### src/rtl/llsc_pkg.sv
package llsc_pkg;

    // Width kind of the held reservation; the codes are visible to the checker.
    typedef enum logic [1:0] {
        RK_NONE  = 2'd0,
        RK_WORD  = 2'd1,
        RK_DWORD = 2'd2
    } resv_kind_e;

    localparam int WORD_BYTES  = 4;
    localparam int DWORD_BYTES = 8;

    function automatic resv_kind_e kind_of(input logic dword);
        return dword ? RK_DWORD : RK_WORD;
    endfunction

endpackage

### src/rtl/llsc_cond_match.sv
module llsc_cond_match #(
    parameter int ADDR_W = 64,
    parameter int TID_W  = 8
) (
    input  llsc_pkg::resv_kind_e  kind_q,
    input  logic [ADDR_W-1:0]     addr_q,
    input  logic [TID_W-1:0]      owner_q,
    input  logic                  cond_valid,
    input  logic                  cond_dword,
    input  logic [ADDR_W-1:0]     cond_addr,
    input  logic [TID_W-1:0]      cond_tid,
    output logic                  grant
);
    import llsc_pkg::*;

    logic kind_ok;
    logic owner_ok;
    logic addr_ok;

    always_comb begin
        kind_ok  = (kind_q != RK_NONE) && (kind_q == kind_of(cond_dword));
        owner_ok = (owner_q == cond_tid);
        addr_ok  = (addr_q == cond_addr);
        grant    = cond_valid && kind_ok && owner_ok && addr_ok;
    end

endmodule

### src/rtl/llsc_snoop_hit.sv
module llsc_snoop_hit #(
    parameter int ADDR_W = 64,
    parameter int BE_W   = 8
) (
    input  llsc_pkg::resv_kind_e  kind_q,
    input  logic [ADDR_W-1:0]     addr_q,
    input  logic                  snoop_valid,
    input  logic [ADDR_W-1:0]     snoop_addr,
    input  logic [BE_W-1:0]       snoop_be,
    output logic                  kill
);
    import llsc_pkg::*;

    localparam logic [ADDR_W-1:0] BLOCK_MASK = ~(ADDR_W'(BE_W) - ADDR_W'(1));

    logic same_block;
    logic writes_bytes;

    always_comb begin
        same_block   = ((snoop_addr & BLOCK_MASK) == (addr_q & BLOCK_MASK));
        writes_bytes = |snoop_be;
        kill         = snoop_valid && writes_bytes && same_block && (kind_q != RK_NONE);
    end

endmodule

### src/rtl/llsc_store_align.sv
module llsc_store_align #(
    parameter int ADDR_W = 64
) (
    input  logic               grant,
    input  logic               dword,
    input  logic [ADDR_W-1:0]  addr,
    output logic [ADDR_W-1:0]  store_addr
);
    import llsc_pkg::*;

    localparam logic [ADDR_W-1:0] W_MASK = ~(ADDR_W'(WORD_BYTES)  - ADDR_W'(1));
    localparam logic [ADDR_W-1:0] D_MASK = ~(ADDR_W'(DWORD_BYTES) - ADDR_W'(1));

    always_comb begin
        if (!grant) begin
            store_addr = '0;
        end else if (dword) begin
            store_addr = addr & D_MASK;
        end else begin
            store_addr = addr & W_MASK;
        end
    end

endmodule

### src/rtl/llsc_resv_monitor.sv
module llsc_resv_monitor #(
    parameter int ADDR_W = 64,
    parameter int TID_W  = 8,
    parameter int BE_W   = 8
) (
    input  logic               clk,
    input  logic               rst_n,
    input  logic               link_valid,
    input  logic               link_dword,
    input  logic [ADDR_W-1:0]  link_addr,
    input  logic [TID_W-1:0]   link_tid,
    input  logic               cond_valid,
    input  logic               cond_dword,
    input  logic [ADDR_W-1:0]  cond_addr,
    input  logic [TID_W-1:0]   cond_tid,
    input  logic               snoop_valid,
    input  logic [ADDR_W-1:0]  snoop_addr,
    input  logic [BE_W-1:0]    snoop_be,
    output logic               sc_ok,
    output logic               store_en,
    output logic [ADDR_W-1:0]  store_addr
);
    import llsc_pkg::*;

    typedef struct packed {
        resv_kind_e          kind;
        logic [ADDR_W-1:0]   addr;
        logic [TID_W-1:0]    owner;
    } resv_t;

    localparam resv_t RESV_EMPTY = '{kind: RK_NONE, addr: '0, owner: '0};

    resv_t resv_d;
    resv_t resv_q;
    logic  grant;
    logic  kill;

    llsc_cond_match #(.ADDR_W(ADDR_W), .TID_W(TID_W)) u_match (
        .kind_q     (resv_q.kind),
        .addr_q     (resv_q.addr),
        .owner_q    (resv_q.owner),
        .cond_valid (cond_valid),
        .cond_dword (cond_dword),
        .cond_addr  (cond_addr),
        .cond_tid   (cond_tid),
        .grant      (grant)
    );

    llsc_snoop_hit #(.ADDR_W(ADDR_W), .BE_W(BE_W)) u_snoop (
        .kind_q      (resv_q.kind),
        .addr_q      (resv_q.addr),
        .snoop_valid (snoop_valid),
        .snoop_addr  (snoop_addr),
        .snoop_be    (snoop_be),
        .kill        (kill)
    );

    llsc_store_align #(.ADDR_W(ADDR_W)) u_align (
        .grant      (grant),
        .dword      (cond_dword),
        .addr       (cond_addr),
        .store_addr (store_addr)
    );

    // Next reservation: a new link wins, then the grant's clear, then a snoop kill.
    always_comb begin
        resv_d = resv_q;
        if (link_valid) begin
            resv_d.kind  = kind_of(link_dword);
            resv_d.addr  = link_addr;
            resv_d.owner = link_tid;
        end else if (grant || kill) begin
            resv_d = RESV_EMPTY;
        end
    end

    always_ff @(posedge clk) begin
        if (!rst_n) begin
            resv_q <= RESV_EMPTY;
        end else begin
            resv_q <= resv_d;
        end
    end

    assign sc_ok    = grant;
    assign store_en = grant;

endmodule

### config.mk
export PLATFORM = sky130hd
export DESIGN_NAME = llsc_resv_monitor
export DESIGN_NICKNAME = d
export VERILOG_FILES = /design/src/rtl/llsc_pkg.sv /design/src/rtl/llsc_cond_match.sv /design/src/rtl/llsc_snoop_hit.sv /design/src/rtl/llsc_store_align.sv /design/src/rtl/llsc_resv_monitor.sv
export SDC_FILE = /design/constraint.sdc
export NUM_CORES = 1
export LEC_CHECK = 0
export BUFFER_PORTS_ARGS = -buffer_cell sky130_fd_sc_hd__buf_2
export CAP_MARGIN = 0
export CORE_MARGIN = 3
export CORE_UTILIZATION = 30
export CTS_CLUSTER_DIAMETER = 150
export DETAILED_ROUTE_END_ITERATION = 7
export GPL_TIMING_DRIVEN = 0
export SYNTH_ARGS = -nofsm -noshare
export SYNTH_HDL_FRONTEND = slang
export SYNTH_HIERARCHICAL = 1
export SYNTH_SLANG_ARGS = --single-unit
### constraint.sdc
create_clock -name clk -period 2.5 [get_ports clk]
set_clock_uncertainty 0.15 [all_clocks]
set_input_delay 0.25 -clock clk [delete_from_list [all_inputs] [get_ports clk]]
set_output_delay 0.25 -clock clk [all_outputs]
set_load 0.02 [all_outputs]
# After elaboration in Yosys (flattened, before gate mapping)
# Cells that the tools add are included.
[totals]
out_inout_bits = 66
wordCells = 24
latchBits = 0
romBits = 0
ff_bits = 74
ram_bits = 0
n_memories = 0
inputBits = 223
[classes]
magnitude_cmp = 0
div = 0
multipliers = 0
mux = 6
addsub = 0
bitwise_logic = 0
eq_ne = 4
reduce_logical = 11
n_shift = 0
[op_table]
columns = ["cell", "count"]
rows = [
  ["$mux 74", 2],
  ["$eq 64x64->1", 1],
  ["$mux 64", 1],
  ["$eq 61x61->1", 1],
  ["$eq 8x8->1", 1],
  ["$reduce_or 8->1", 1],
  ["$logic_and 1x1->1", 7],
  ["$mux 2", 2],
  ["$reduce_bool 2->1", 2],
  ["$mux 3", 1],
  ["$eq 2x2->1", 1],
  ["$logic_or 1x1->1", 1],
]

# Depth between registers and ports, before layout
# Gate-level depths: netlist of run 1.
[depth]
word_depth = 9
depth_mapped = 9
mapped_depth_nobuf = 7

# Hierarchy
# Netlist of run 1, hierarchy kept.
[modules_own_cells]
columns = ["module", "instances", "cells_each", "seq_area_each_um2", "area_per_inst_um2"]
rows = [
  ["llsc_resv_monitor", 1, 337, 1481.4, 3303.2],
  ["llsc_cond_match", 1, 108, 0.0, 844.6],
  ["llsc_snoop_hit", 1, 104, 0.0, 770.7],
  ["llsc_store_align", 1, 71, 0.0, 516.7],
]

# Least setup slack after synthesis of run 1
# Ideal clock, no wire load.
[synth_timing]
path_type = "register to register"
startpoint = "register resv_q[73] in the netlist's numbering"
endpoint = "register resv_q[21] in the netlist's numbering"
slack_ns = -0.257
required_ns = 2.234
stages_incl_launch_ff = 9
path_buffers = 2
setup_time_ns = 0.116
arrival_ns = 2.491
synth_period_minus_slack_ns = 2.757
cell_sequence = "dfxtp_1 -> or3b_1 -> a221oi_2 -> nand4_1 -> nor4_2 -> buf_2 -> clkbuf_1 -> or4b_1 -> a21boi_1"
[synth_via]
elab_chain_len = 7
elab_cells_between_ends = 9
cone_classes = "1 x eq/ne; 8 x reduce/logical"
[synth_rtl]
columns = ["item", "line_no", "rtl"]
rows = [
  ["start: declaration", "llsc_resv_monitor.sv:34", "resv_t resv_q;"],
  ["start signal: assignment", "llsc_resv_monitor.sv:81", "resv_q <= resv_d;"],
  ["$eq 2x2->1 or $reduce_bool 2->1 (tied branches)", "llsc_cond_match.sv:21", "kind_ok = (kind_q != RK_NONE) && (kind_q == kind_of(cond_dword));"],
  ["$logic_and 1x1->1 *", "llsc_cond_match.sv:21", ""],
  ["$logic_and 1x1->1 * (3 in a row)", "llsc_cond_match.sv:24", "grant = cond_valid && kind_ok && owner_ok && addr_ok;"],
  ["named net sc_ok", "llsc_resv_monitor.sv:19", "output logic sc_ok,"],
  ["$logic_or 1x1->1 *", "llsc_resv_monitor.sv:72", "end else if (grant || kill) begin"],
  ["$reduce_bool 2->1 (no source line) *", "--", ""],
]
# The timed path passes the listed nets; every way through them passes the cells marked *.
# A chain may end at the register's enable or synchronous reset.

# Worst setup path after layout of run 1
[layout_timing]
startpoint = "register resv_q[10] in the netlist's numbering"
endpoint = "output port store_addr[45]"
[layout_via]
elab_chain_len = 3
[layout_rtl]
columns = ["item", "line_no", "rtl"]
rows = [
  ["$eq 64x64->1", "llsc_cond_match.sv:23", "addr_ok = (addr_q == cond_addr);"],
  ["$logic_and 1x1->1", "llsc_cond_match.sv:24", ""],
  ["$mux 64", "llsc_store_align.sv:15", "if (!grant) begin"],
  ["end: declaration", "llsc_resv_monitor.sv:21", "output logic [ADDR_W-1:0] store_addr"],
]
# No other way between the ends.

==> results.txt, run 1 <==
----------------------------------------------------
[Run status]
  Run status ... finished, violations left
  Violated checks ... setup timing

[Clock network]
  Number of H-tree levels ... 3
  Clock-pin slew on the worst setup and hold paths ... 0.06 ns
  Number of buffers on the longest clock path ... 2
  Library cell used as clock root buffer ... sky130_fd_sc_hd__clkbuf_16
  TritonCTS clock tree ... done
  CTS Sinks ... 74
  CTS Buf Count ... 9
  Insertion delay to the later sink of the worst-skew pair ... 0.35 ns

[GRT]
  Antenna violations before repair ... 3
  Overflow after GRT ... 0
  Wire length of the first global-routing pass ... 37400 um
  Vias in the first global route ... 6002
  Overall routing resource usage ... 0.256
  Maximum number of pins on one net before global-route repair ... 12

[Place]
  Half-perimeter wire length after placement ... 20700 um
  Final weighted congestion in routability-driven placement ... 0.888
  Worst setup slack before clock tree synthesis ... -0.886 ns
  Placed cell count ... 1127
  Number of input and output port buffers inserted ... 281

[Routing]
  Detailed-route wire length per cell ... 22.6 um
  Number of antenna-violating nets in the routed design ... 0
  Post-Route WL ... 27400 um
  DR DRC count ... 0
  Via count normalized by instance count ... 5.05
  Vias post-DR ... 6113
  1st-pass router iterations ... 4
  Number of DRC markers after the initial detailed-route iteration ... 362

[Power]
  Static leakage power ... 4.18 nW
  Power density over the cells ... 384 nW/um^2
  Worst vdd rail ir drop ... 334 uV
  Final Power ... 3.53 mW

[STA]
  Number of setup violations in the final report ... 138
  RSZ-0062 raised after global routing ... true
  Final critical-path setup slack ... -0.486 ns
  Post-layout minimum cycle time ... 2.99 ns
  Slew at the pin closest to its max-slew limit ... 0.786 ns
  Final number of hold-violating endpoints ... 0
  Share of the clock period used by the worst path after layout ... 1.19
  Number of slew-limit violations in the final report ... 0
  Worst rel slew slack ... 0.476
  Highest achievable clock rate ... 0.335 GHz

[Yosys]
  Async set-reset flop share out of synthesis ... 0
  Distinct cells, synth ... 41
  Register bit count reported by yosys ... 74
  Most used flip-flop cell after synthesis ... sky130_fd_sc_hd__dfxtp_1
  Summed instance area of the synthesized netlist ... 5440 um^2
  Number of flops mapped to enable cells by yosys ... 0
  Fraction of synthesized cell area taken by the top area cell type ... 0.273
  Mean Syn Cell Area ... 8.77 um^2
  Yosys warns ... 6
  Cell taking the most area after synthesis ... sky130_fd_sc_hd__dfxtp_1
  Synth area leaders ... sky130_fd_sc_hd__dfxtp_1 27%, sky130_fd_sc_hd__or4b_1 13%, sky130_fd_sc_hd__xor2_1 13%, sky130_fd_sc_hd__a21boi_1 10%, sky130_fd_sc_hd__and2_2 8.4%
  Proportion of synthesized chip area in sequential cells ... 0.273
  Count of mapped cells out of synthesis ... 620

[Worst setup path]
  WP data required ... 2.10 ns
  Arrival @ worst endpoint ... 2.59 ns
  Crit end category ... primary output
  Setup slack on the worst flop-to-flop path ... -0.36 ns
  Launching element type of the critical path ... flip-flop
  Crit Path Max Fanout ... 10
  Crit Path Category ... reg -> out

[Hold path]
  Kind of path behind the tightest hold check ... in -> reg

[Floorplan]
  Number of primary I/O pins ... 289
  Die extent in y ... 141 um
  Standard-cell row count ... 48
  Horizontal die dimension ... 141 um
  Initial cell density of the core ... 0.310
  Area enclosed by the die boundary ... 19800 um^2
  Std-Cell Core Area ... 17500 um^2

[Layout]
  Area occupied by registers ... 1510 um^2
  Post-Layout Cell Count ... 1211
  Register with the most flip-flops ... resv_q
  Proportion of layout cells with a drive suffix above 1 ... 0.500
  Multi-input logic area ... 3890 um^2
  Post-Route Utilization ... 0.525
  Filler Cells Inserted ... 1669
  Largest registers in the final layout ... resv_q x74
  Layout Area Growth over Synthesis ... 69.4%
  Max reg flops ... 74
  NumNets Final ... 1202

[Flow run]
  MaxCap Viol Count ... 0

----------------------------------------------------
==> kinds of logic (layout without fill, tap and decap cells) <==
group,Yosys count,after routing,share of synthesized area
other,1,4,0.000690
xor gates and xnor gates,109,109,0.176
AOI/OAI and AO/OA,99,99,0.142
DFF,74,74,0.273
buffers and inverters,73,436,0.0702
and+or+nand+nor,264,264,0.339
==> cell usage after synthesis, types with 4 or more instances <==
master                      number
sky130_fd_sc_hd__a21boi_1       73
sky130_fd_sc_hd__a22oi_1         5
sky130_fd_sc_hd__and2_2         61
sky130_fd_sc_hd__buf_2          11
sky130_fd_sc_hd__buf_6          10
sky130_fd_sc_hd__clkbuf_1       19
sky130_fd_sc_hd__clkbuf_2        6
sky130_fd_sc_hd__dfxtp_1        74
sky130_fd_sc_hd__inv_1          24
sky130_fd_sc_hd__nand2_1        74
sky130_fd_sc_hd__nand4_1        11
sky130_fd_sc_hd__nor2b_1         4
sky130_fd_sc_hd__nor4_1         23
sky130_fd_sc_hd__o22ai_1         5
sky130_fd_sc_hd__o2bb2ai_1       4
sky130_fd_sc_hd__or4b_1         73
sky130_fd_sc_hd__xnor2_1        28
sky130_fd_sc_hd__xor2_1         81
==> critical path, stage by stage (launching register included) <==
cell and delay (ns):
sky130_fd_sc_hd__dfxtp_1 0.34, sky130_fd_sc_hd__xor2_1 0.17, sky130_fd_sc_hd__nor4_2 0.41, sky130_fd_sc_hd__nand4_1 0.25
sky130_fd_sc_hd__nor4_4 0.38, sky130_fd_sc_hd__buf_6 0.22, sky130_fd_sc_hd__clkbuf_16 0.19, sky130_fd_sc_hd__and2_2 0.16
sky130_fd_sc_hd__buf_6 0.11
==> final cells by class <==
| cell class | count | area share |
|---|---|---|
| flip-flops and latches | 74 | 0.164 |
| clock buffers | 14 | 0.0276 |
| multi-input cells | 474 | 0.422 |
| well taps | 225 | 0.0306 |
| clock inverters | 2 | 0.00652 |
| plain buffers | 49 | 0.0540 |
| diodes | 2 | 0.000544 |
| repair buffers | 347 | 0.285 |
| inverters | 24 | 0.00979 |
==> power breakdown <==
group | internal [mW] | switching [mW]
clock | 0.904 | 0.519
combinational | 0.399 | 0.379
sequential | 1.25 | 0.0861
total | 2.55 | 0.983
==> repair_timing <==
| action | 4_1_cts | 5_1_grt |
|---|---|---|
| gates resized for setup | 98 | 211 |
| hold buffers | 40 | 0 |
| pin swaps | 4 | 14 |
| setup buffers | 5 | 12 |
| endpoints found under the hold margin | 40 | 0 |
| cloned | 0 | 9 |
| endpoints found under the setup margin | 138 | 138 |
==> layout by cell type (no fill, tap or decap), types with 6 or more instances in the layout <==
cell type                       instances
sky130_fd_sc_hd__buf_4                  8
sky130_fd_sc_hd__and2_4                36
sky130_fd_sc_hd__dfxtp_1               57
sky130_fd_sc_hd__nor4_1                15
sky130_fd_sc_hd__xnor2_1               21
sky130_fd_sc_hd__buf_8                  9
sky130_fd_sc_hd__clkbuf_16             21
sky130_fd_sc_hd__dfxtp_2               15
sky130_fd_sc_hd__buf_2                227
sky130_fd_sc_hd__inv_1                 24
sky130_fd_sc_hd__xor2_1                77
sky130_fd_sc_hd__nand2_1               74
sky130_fd_sc_hd__a21boi_2               9
sky130_fd_sc_hd__or4b_1                52
sky130_fd_sc_hd__dlygate4sd3_1         40
sky130_fd_sc_hd__clkbuf_1              15
sky130_fd_sc_hd__a21boi_1              64
sky130_fd_sc_hd__and2_2                25
sky130_fd_sc_hd__nand4_1               11
sky130_fd_sc_hd__or4b_4                21
sky130_fd_sc_hd__xnor2_2                7
sky130_fd_sc_hd__buf_6                 82
sky130_fd_sc_hd__nor4_2                 9
sky130_fd_sc_hd__buf_12                 6
==> layer usage <==
layer | GRT usage | share of wire | wire (um) | vias up
met3 | 0.0560 | 0.073 | 2010 | 22
met1 | 0.336 | 0.42 | 11600 | 2918
met5 | 0 | 0.00091 | 25 | -
li1 | - | - | - | 2900
met4 | 0.0607 | 0.011 | 300 | 4
met2 | 0.430 | 0.49 | 13500 | 269
==> per-stage QoR <==
step	area [um^2]	setup TNS, ns	hold WS (ns)
after floorplan	5450	0	0.247
after global placement	7140	-103.37	0.355
after detailed placement	7140	-109.18	0.355
after CTS	8230	-43.47	0.000138
after global routing	9200	-50.70	0.00839
final	9210	-47.45	0.0134
==> path summary, 6_finish.rpt <==
| path | from | cells past startpoint | endpoint |
|---|---|---|---|
| worst max-delay path | resv_q[10] | 8 | store_addr[45] |
| worst max register to register | resv_q[10] | 12 | resv_q[3] |
| worst min register to register | resv_q[9] | 2 | resv_q[9] |
| worst min-delay path | link_addr[29] | 3 | resv_q[37] |
No activity file was read; power rests on OpenSTA's default activity.
==> inputs of run 2 (changes only) <==
- CORE_UTILIZATION: 30 -> 40
- PLACE_DENSITY_LB_ADDON: unset -> 0.1
==> run 2 against run 1 <==
Effect of this change:
- the flow still finishes with violations (setup timing)
- register-to-register slack improved by 0.17 ns
- hold slack got worse by 0.0019 ns
- first-iteration DRC count rose by 14%
- die area fell by 24%
- power fell by 8.8%
- core utilization rose by 11 points
- sequential cell count did not move
- fmax rose by 1.4%
- routed wire length fell by 11%
- clock-buffer cell count fell by 1
- critical endpoint is now store_addr[19]
==> results.txt, run 2 (synthesis gave the netlist of run 1 again) <==
----------------------------------------------------
[Clock network]
  Insertion delay to the later sink of the worst-skew pair ... 0.33 ns (-0.02 ns)
  CTS Buf Count ... 9 (unchanged)
  Cts-stage hold buffer count ... 0 (-100%)
  Library cell used as clock root buffer ... sky130_fd_sc_hd__clkbuf_16
  Clock-pin slew on the worst setup and hold paths ... 0.06 ns (about the same)
  Number of buffers on the longest clock path ... 2 (unchanged)
  Number of H-tree levels ... 3 (unchanged)
  CTS Sinks ... 74 (unchanged)
  TritonCTS clock tree ... done

[Layout]
  Layout Area Growth over Synthesis ... 51.6%
  Most common cell after layout, fill and taps aside ... sky130_fd_sc_hd__buf_2
  NumNets Final ... 1154 (-4.0%)
  Max reg flops ... 74 (unchanged)
  Top library cells by usage in the layout, fill and taps aside ... 227 x sky130_fd_sc_hd__buf_2, 79 x sky130_fd_sc_hd__xor2_1, 74 x sky130_fd_sc_hd__nand2_1
  Proportion of layout cells with a drive suffix above 1 ... 0.478 (-0.0220)
  Post-Route Utilization ... 0.637 (+0.112)
  Register with the most flip-flops ... resv_q
  Post-Layout Cell Count ... 1106 (-8.7%)
  Largest registers in the final layout ... resv_q x74

[Floorplan]
  Initial cell density of the core ... 0.420 (+0.111)
  Area enclosed by the die boundary ... 15000 um^2 (-24%)
  Die extent in y ... 123 um (-13%)
  Standard-cell row count ... 41 (-15%)
  Number of primary I/O pins ... 289 (unchanged)
  Std-Cell Core Area ... 12900 um^2 (-26%)
  Horizontal die dimension ... 123 um (-13%)

[Place]
  Half-perimeter wire length after placement ... 19100 um (-7.6%)
  Number of input and output port buffers inserted ... 281 (unchanged)
  Placed cell count ... 1074 (-4.7%)
  Final weighted congestion in routability-driven placement ... 0.943 (+6.2%)

[Hold path]
  Kind of path behind the tightest hold check ... in -> reg

[Flow run]
  MaxCap Viol Count ... 0 (unchanged)

[Worst setup path]
  Arrival @ worst endpoint ... 2.55 ns (-0.04 ns)
  Crit Path Category ... reg -> out
  Crit Path Max Fanout ... 6 (-4)
  Crit end category ... primary output
  WP data required ... 2.10 ns (about the same)
  Launching element type of the critical path ... flip-flop

[STA]
  Final critical-path setup slack ... -0.446 ns (+0.0404 ns)
  Number of slew-limit violations in the final report ... 0 (unchanged)
  Worst rel slew slack ... 0.557 (+0.0808)
  Highest achievable clock rate ... 0.339 GHz (+1.4%)
  RSZ-0062 raised after global routing ... true
  Slew at the pin closest to its max-slew limit ... 0.665 ns (-0.121 ns)
  Final number of hold-violating endpoints ... 0 (unchanged)
  Number of setup violations in the final report ... 128 (-7.2%)
  Post-route setup TNS ... -34.74 ns (+12.72 ns)
  Post-layout minimum cycle time ... 2.95 ns (-0.0404 ns)
  Share of the clock period used by the worst path after layout ... 1.18 (-0.0162)

[Power]
  Worst vdd rail ir drop ... 296 uV (-11%)
  Power density over the cells ... 391 nW/um^2 (+2.0%)
  Static leakage power ... 3.84 nW (-8.2%)
  Final Power ... 3.22 mW (-8.8%)

[GRT]
  Overall routing resource usage ... 0.316 (+0.0602)
  Overflow after GRT ... 0 (unchanged)
  Vias in the first global route ... 6311 (+5.1%)
  Antenna violations before repair ... 3 (unchanged)
  Maximum number of pins on one net before global-route repair ... 11 (-1)
  Wire length of the first global-routing pass ... 35400 um (-5.3%)

[Routing]
  1st-pass router iterations ... 5 (+1)
  Number of DRC markers after the initial detailed-route iteration ... 413 (+14%)
  Post-Route WL ... 24500 um (-11%)
  Vias post-DR ... 6076 (-0.61%)
  DR DRC count ... 0 (unchanged)
  Detailed-route wire length per cell ... 22.1 um (-2.0%)
  Number of antenna-violating nets in the routed design ... 0 (unchanged)
  Via count normalized by instance count ... 5.49 (+8.8%)

[Run status]
  Run status ... finished, violations left
  Violated checks ... setup timing

----------------------------------------------------
run 2: path summary, 6_finish.rpt:
kind	start	end	slack [ns]	cells past startpoint
min	link_tid[1]	resv_q[1]	0.01	3
min reg2reg	resv_q[1]	resv_q[1]	0.42	2
max	resv_q[73]	store_addr[19]	-0.45	8
max reg2reg	resv_q[73]	resv_q[54]	-0.19	11
run 2: final cells by class:
cell class | count | area (um^2)
fill | 1157 | 4690
multi-input combinational | 474 | 3760
timing repair buffer | 299 | 1930
sequential | 74 | 1510
buffer | 49 | 483
clock buffer | 13 | 260
tap | 172 | 215
inverter | 24 | 90.1
antenna | 1 | 2.50
run 2: timing repair:
item	in CTS	in global routing
pin swaps	9	2
setup endpoints to repair	138	138
cloned	4	2
buffers inserted	10	2
resized for setup	221	21
run 2: report_power, final:
part | internal, mW | total, mW | switching [mW] | leakage [nW]
Sequential | 1.25 | 1.33 | 0.0808 | 0.616
Clock | 0.711 | 1.20 | 0.486 | 0.128
Combinational | 0.343 | 0.699 | 0.356 | 3.10
run 2: routing by layer:
layer | vias up | GRT usage | wire [um]
met5 | - | 0 | 34
met4 | 4 | 0.0903 | 622
met3 | 46 | 0.0613 | 1740
met2 | 288 | 0.550 | 12100
met1 | 2926 | 0.398 | 9960
li1 | 2812 | - | -
run 2: per-stage QoR:
stage | hold slack (ns) | cell area (um^2) | worst slack (ns)
global placement | 0.356 | 7070 | -0.878
global route | 0.0174 | 8240 | -0.547
CTS | 0.00116 | 8150 | -0.385
finish | 0.0115 | 8240 | -0.446
detailed placement | 0.360 | 7070 | -0.903
floorplan | 0.247 | 5450 | 0.00646
run 2: worst max-delay path, cell delays in order, from the launching register on:
cell	delay, ns
sky130_fd_sc_hd__dfxtp_2	0.34
sky130_fd_sc_hd__or3b_1	0.39
sky130_fd_sc_hd__a221oi_2	0.24
sky130_fd_sc_hd__nand4_1	0.23
sky130_fd_sc_hd__nor4_4	0.34
sky130_fd_sc_hd__buf_6	0.22
sky130_fd_sc_hd__clkbuf_16	0.17
sky130_fd_sc_hd__and2_2	0.16
sky130_fd_sc_hd__buf_6	0.12
==> inputs of run 3 (changes only) <==
- CORE_UTILIZATION: 40 -> 26
- RECOVER_POWER: unset -> 100
==> run 3 against run 2 <==
Effect of this change:
- critical path depth rose by 2
- routed wire length rose by 14%
- largest cell class unchanged
- first-iteration DRC count fell by 33%
- sequential cell count did not move
- the flow still finishes with violations (setup timing)
- clock-buffer cell count fell by 1
- global-route usage fell by 7.9 points
- critical endpoint is now store_addr[6]
==> results.txt, run 3 (synthesis gave the netlist of run 1 again) <==
----------------------------------------------------
[STA]
  Highest achievable clock rate ... 0.339 GHz (about the same)
  Number of setup violations in the final report ... 76 (-41%)
  RSZ-0062 raised after global routing ... true
  Share of the clock period used by the worst path after layout ... 1.18 (about the same)
  Final critical-path setup slack ... -0.446 ns (-0.000478 ns)
  Worst rel slew slack ... 0.530 (-0.0272)
  Number of slew-limit violations in the final report ... 0 (unchanged)
  Final number of hold-violating endpoints ... 0 (unchanged)
  Post-layout minimum cycle time ... 2.95 ns (+0.000478 ns)
  Slew at the pin closest to its max-slew limit ... 0.705 ns (+0.0409 ns)
  Post-route setup TNS ... -27.35 ns (+7.39 ns)

[Hold path]
  Hold_sp ... link_addr[29]
  Kind of path behind the tightest hold check ... in -> reg
  Worst Hold Path Cells ... 3 (unchanged)
  Worst Hold End ... resv_q[37]

[Routing]
  Via count normalized by instance count ... 4.80 (-13%)
  Post-Route WL ... 28000 um (+14%)
  DR DRC count ... 0 (unchanged)
  Detailed-route wire length per cell ... 22.3 um (+0.57%)
  Number of antenna-violating nets in the routed design ... 0 (unchanged)
  Vias post-DR ... 6036 (-0.66%)
  Number of DRC markers after the initial detailed-route iteration ... 278 (-33%)
  1st-pass router iterations ... 5 (unchanged)

[Layout]
  Post-Route Utilization ... 0.456 (-0.181)
  Top library cells by usage in the layout, fill and taps aside ... 227 x sky130_fd_sc_hd__buf_2, 76 x sky130_fd_sc_hd__xor2_1, 74 x sky130_fd_sc_hd__buf_6, 74 x sky130_fd_sc_hd__nand2_1, 73 x sky130_fd_sc_hd__a21boi_1
  Max reg flops ... 74 (unchanged)
  Most common cell after layout, fill and taps aside ... sky130_fd_sc_hd__buf_2
  Proportion of layout cells with a drive suffix above 1 ... 0.482 (+0.00424)
  Largest registers in the final layout ... resv_q x74
  NumNets Final ... 1205 (+4.4%)
  Layout Area Growth over Synthesis ... 70.9%
  Non-Filler Cell Area, Final ... 9290 um^2 (+13%)
  Register with the most flip-flops ... resv_q

[Worst setup path]
  Capture point of the worst reg-to-reg path ... resv_q[18]
  Cell occurring most often along the worst timing path ... sky130_fd_sc_hd__buf_6
  Setup slack on the worst flop-to-flop path ... -0.22 ns (-0.03 ns)
  WP data required ... 2.10 ns (about the same)
  Delay of the slowest cell on the worst path ... 0.38 ns (about the same)
  Launching element type of the critical path ... flip-flop
  Arrival @ worst endpoint ... 2.55 ns (about the same)
  Critical path cell sequence ... xnor2_4 > nand4_1 > nor4_2 > nand3_1 > nor4_4 > buf_6 > buf_12 > clkbuf_16 > and2_2 > buf_6
  Crit Path Max Fanout ... 5 (-1)
  Crit Path Category ... reg -> out
  Crit Reg-Reg Startpoint ... resv_q[51]
  Worst Reg-to-Reg Cells ... 12 (+1)
  Crit end category ... primary output
  Cell with the biggest individual delay on the critical path ... sky130_fd_sc_hd__dfxtp_4

[Floorplan]
  Area enclosed by the die boundary ... 22700 um^2 (+51%)
  Die extent in y ... 151 um (+23%)
  Number of primary I/O pins ... 289 (unchanged)
  Initial cell density of the core ... 0.267 (-0.154)
  Horizontal die dimension ... 151 um (+23%)
  Std-Cell Core Area ... 20400 um^2 (+58%)
  Standard-cell row count ... 52 (+27%)

[Flow run]
  MaxCap Viol Count ... 0 (unchanged)

[Clock network]
  Library cell used as clock root buffer ... sky130_fd_sc_hd__clkbuf_16
  Insertion delay to the later sink of the worst-skew pair ... 0.35 ns (+0.02 ns)
  Clock-pin slew on the worst setup and hold paths ... 0.06 ns (about the same)
  Number of buffers on the longest clock path ... 2 (unchanged)
  TritonCTS clock tree ... done
  CTS Buf Count ... 9 (unchanged)
  CTS Sinks ... 74 (unchanged)
  Number of H-tree levels ... 3 (unchanged)

[Run status]
  Run status ... finished, violations left
  Violated checks ... setup timing

[Place]
  Number of input and output port buffers inserted ... 281 (unchanged)
  Final weighted congestion in routability-driven placement ... 0.869 (-7.8%)
  Worst setup slack before clock tree synthesis ... -0.973 ns (-0.0703 ns)
  Area after DPL ... 7190 um^2 (+1.7%)
  Half-perimeter wire length after placement ... 21700 um (+13%)

[GRT]
  Overflow after GRT ... 0 (unchanged)
  Wire length of the first global-routing pass ... 38900 um (+9.9%)
  Overall routing resource usage ... 0.238 (-0.0785)
  Vias in the first global route ... 6166 (-2.3%)
  Antenna violations before repair ... 3 (unchanged)
  Maximum number of pins on one net before global-route repair ... 13 (+2)

[Power]
  Static leakage power ... 4.17 nW (+8.6%)
  Worst vdd rail ir drop ... 309 uV (+4.2%)
  Power density over the cells ... 390 nW/um^2 (-0.35%)

----------------------------------------------------
[run 3: cell types whose count changed in the layout (fill, tap and decap cells not counted), moves of 8 or more]
cell and delta:
sky130_fd_sc_hd__dlygate4sd3_1 +45, sky130_fd_sc_hd__buf_6 +11, sky130_fd_sc_hd__clkbuf_16 +9, sky130_fd_sc_hd__and2_4 +10
sky130_fd_sc_hd__and2_2 -10, sky130_fd_sc_hd__dfxtp_1 -8, sky130_fd_sc_hd__buf_4 -11
[run 3: final cells by class]
cell class                 count  area, um^2
antenna                        1        2.50
buffer                        49         569
fill                        2069       11100
sequential                    74        1530
inverter                      24        90.1
clock inverter                 4        72.6
multi-input combinational    474        3880
tap                          270         338
timing repair buffer         350        2540
clock buffer                  12         267
[run 3: repair_timing]
item / 4_1_cts / 5_1_grt
resized for setup: 215 / 87
endpoints found under the setup margin: 138 / 138
gates cloned: 5 / 5
buffers inserted: 15 / 1
hold buffers: 45 / 0
pin swaps: 10 / 11
hold endpoints to repair: 45 / 0
[run 3: per-layer routing]
metal,track usage,part of all wire,up-vias
met5,0,0.0011,-
met4,0.0630,0.022,4
met3,0.0479,0.066,34
met2,0.401,0.48,221
met1,0.310,0.43,2865
li1,-,-,2912
[run 3: metrics by stage]
step           instances  hold slack, ns  total power, mW
6_report            1258         0.00431             3.62
3_3_place_gp        1172           0.358             2.02
4_1_cts             1252        0.000111             3.63
2_1_floorplan        621           0.247             1.65
5_1_grt             1258         0.00388             3.77
3_5_place_dp        1172           0.355             2.02
[run 3: where the power goes]
group	internal [mW]	leakage [nW]	switching (mW)
logic	0.402	3.38	0.379
clock network	0.955	0.165	0.554
registers	1.24	0.621	0.0863
total	2.60	4.17	1.02
[run 3: worst max-delay path by stage]
stage	start	endpoint	slack, ns	depth (start not counted)
3_3_place_gp	cond_addr[55]	resv_q[18]	-1.01	10
2_1_floorplan	resv_q[73]	resv_q[21]	0.006	8
6_report	resv_q[63]	store_addr[6]	-0.45	10
5_1_grt	resv_q[58]	store_addr[63]	-0.54	10
4_1_cts	resv_q[59]	store_addr[41]	-0.45	9
3_5_place_dp	resv_q[23]	resv_q[18]	-0.97	9
[run 3: critical path: cells and delay by family (launching register included)]
family        cells  cell delay, ns
buf+inv           4            0.59
xor+xnor          1            0.21
flops             1            0.38
simple gates      5            1.02
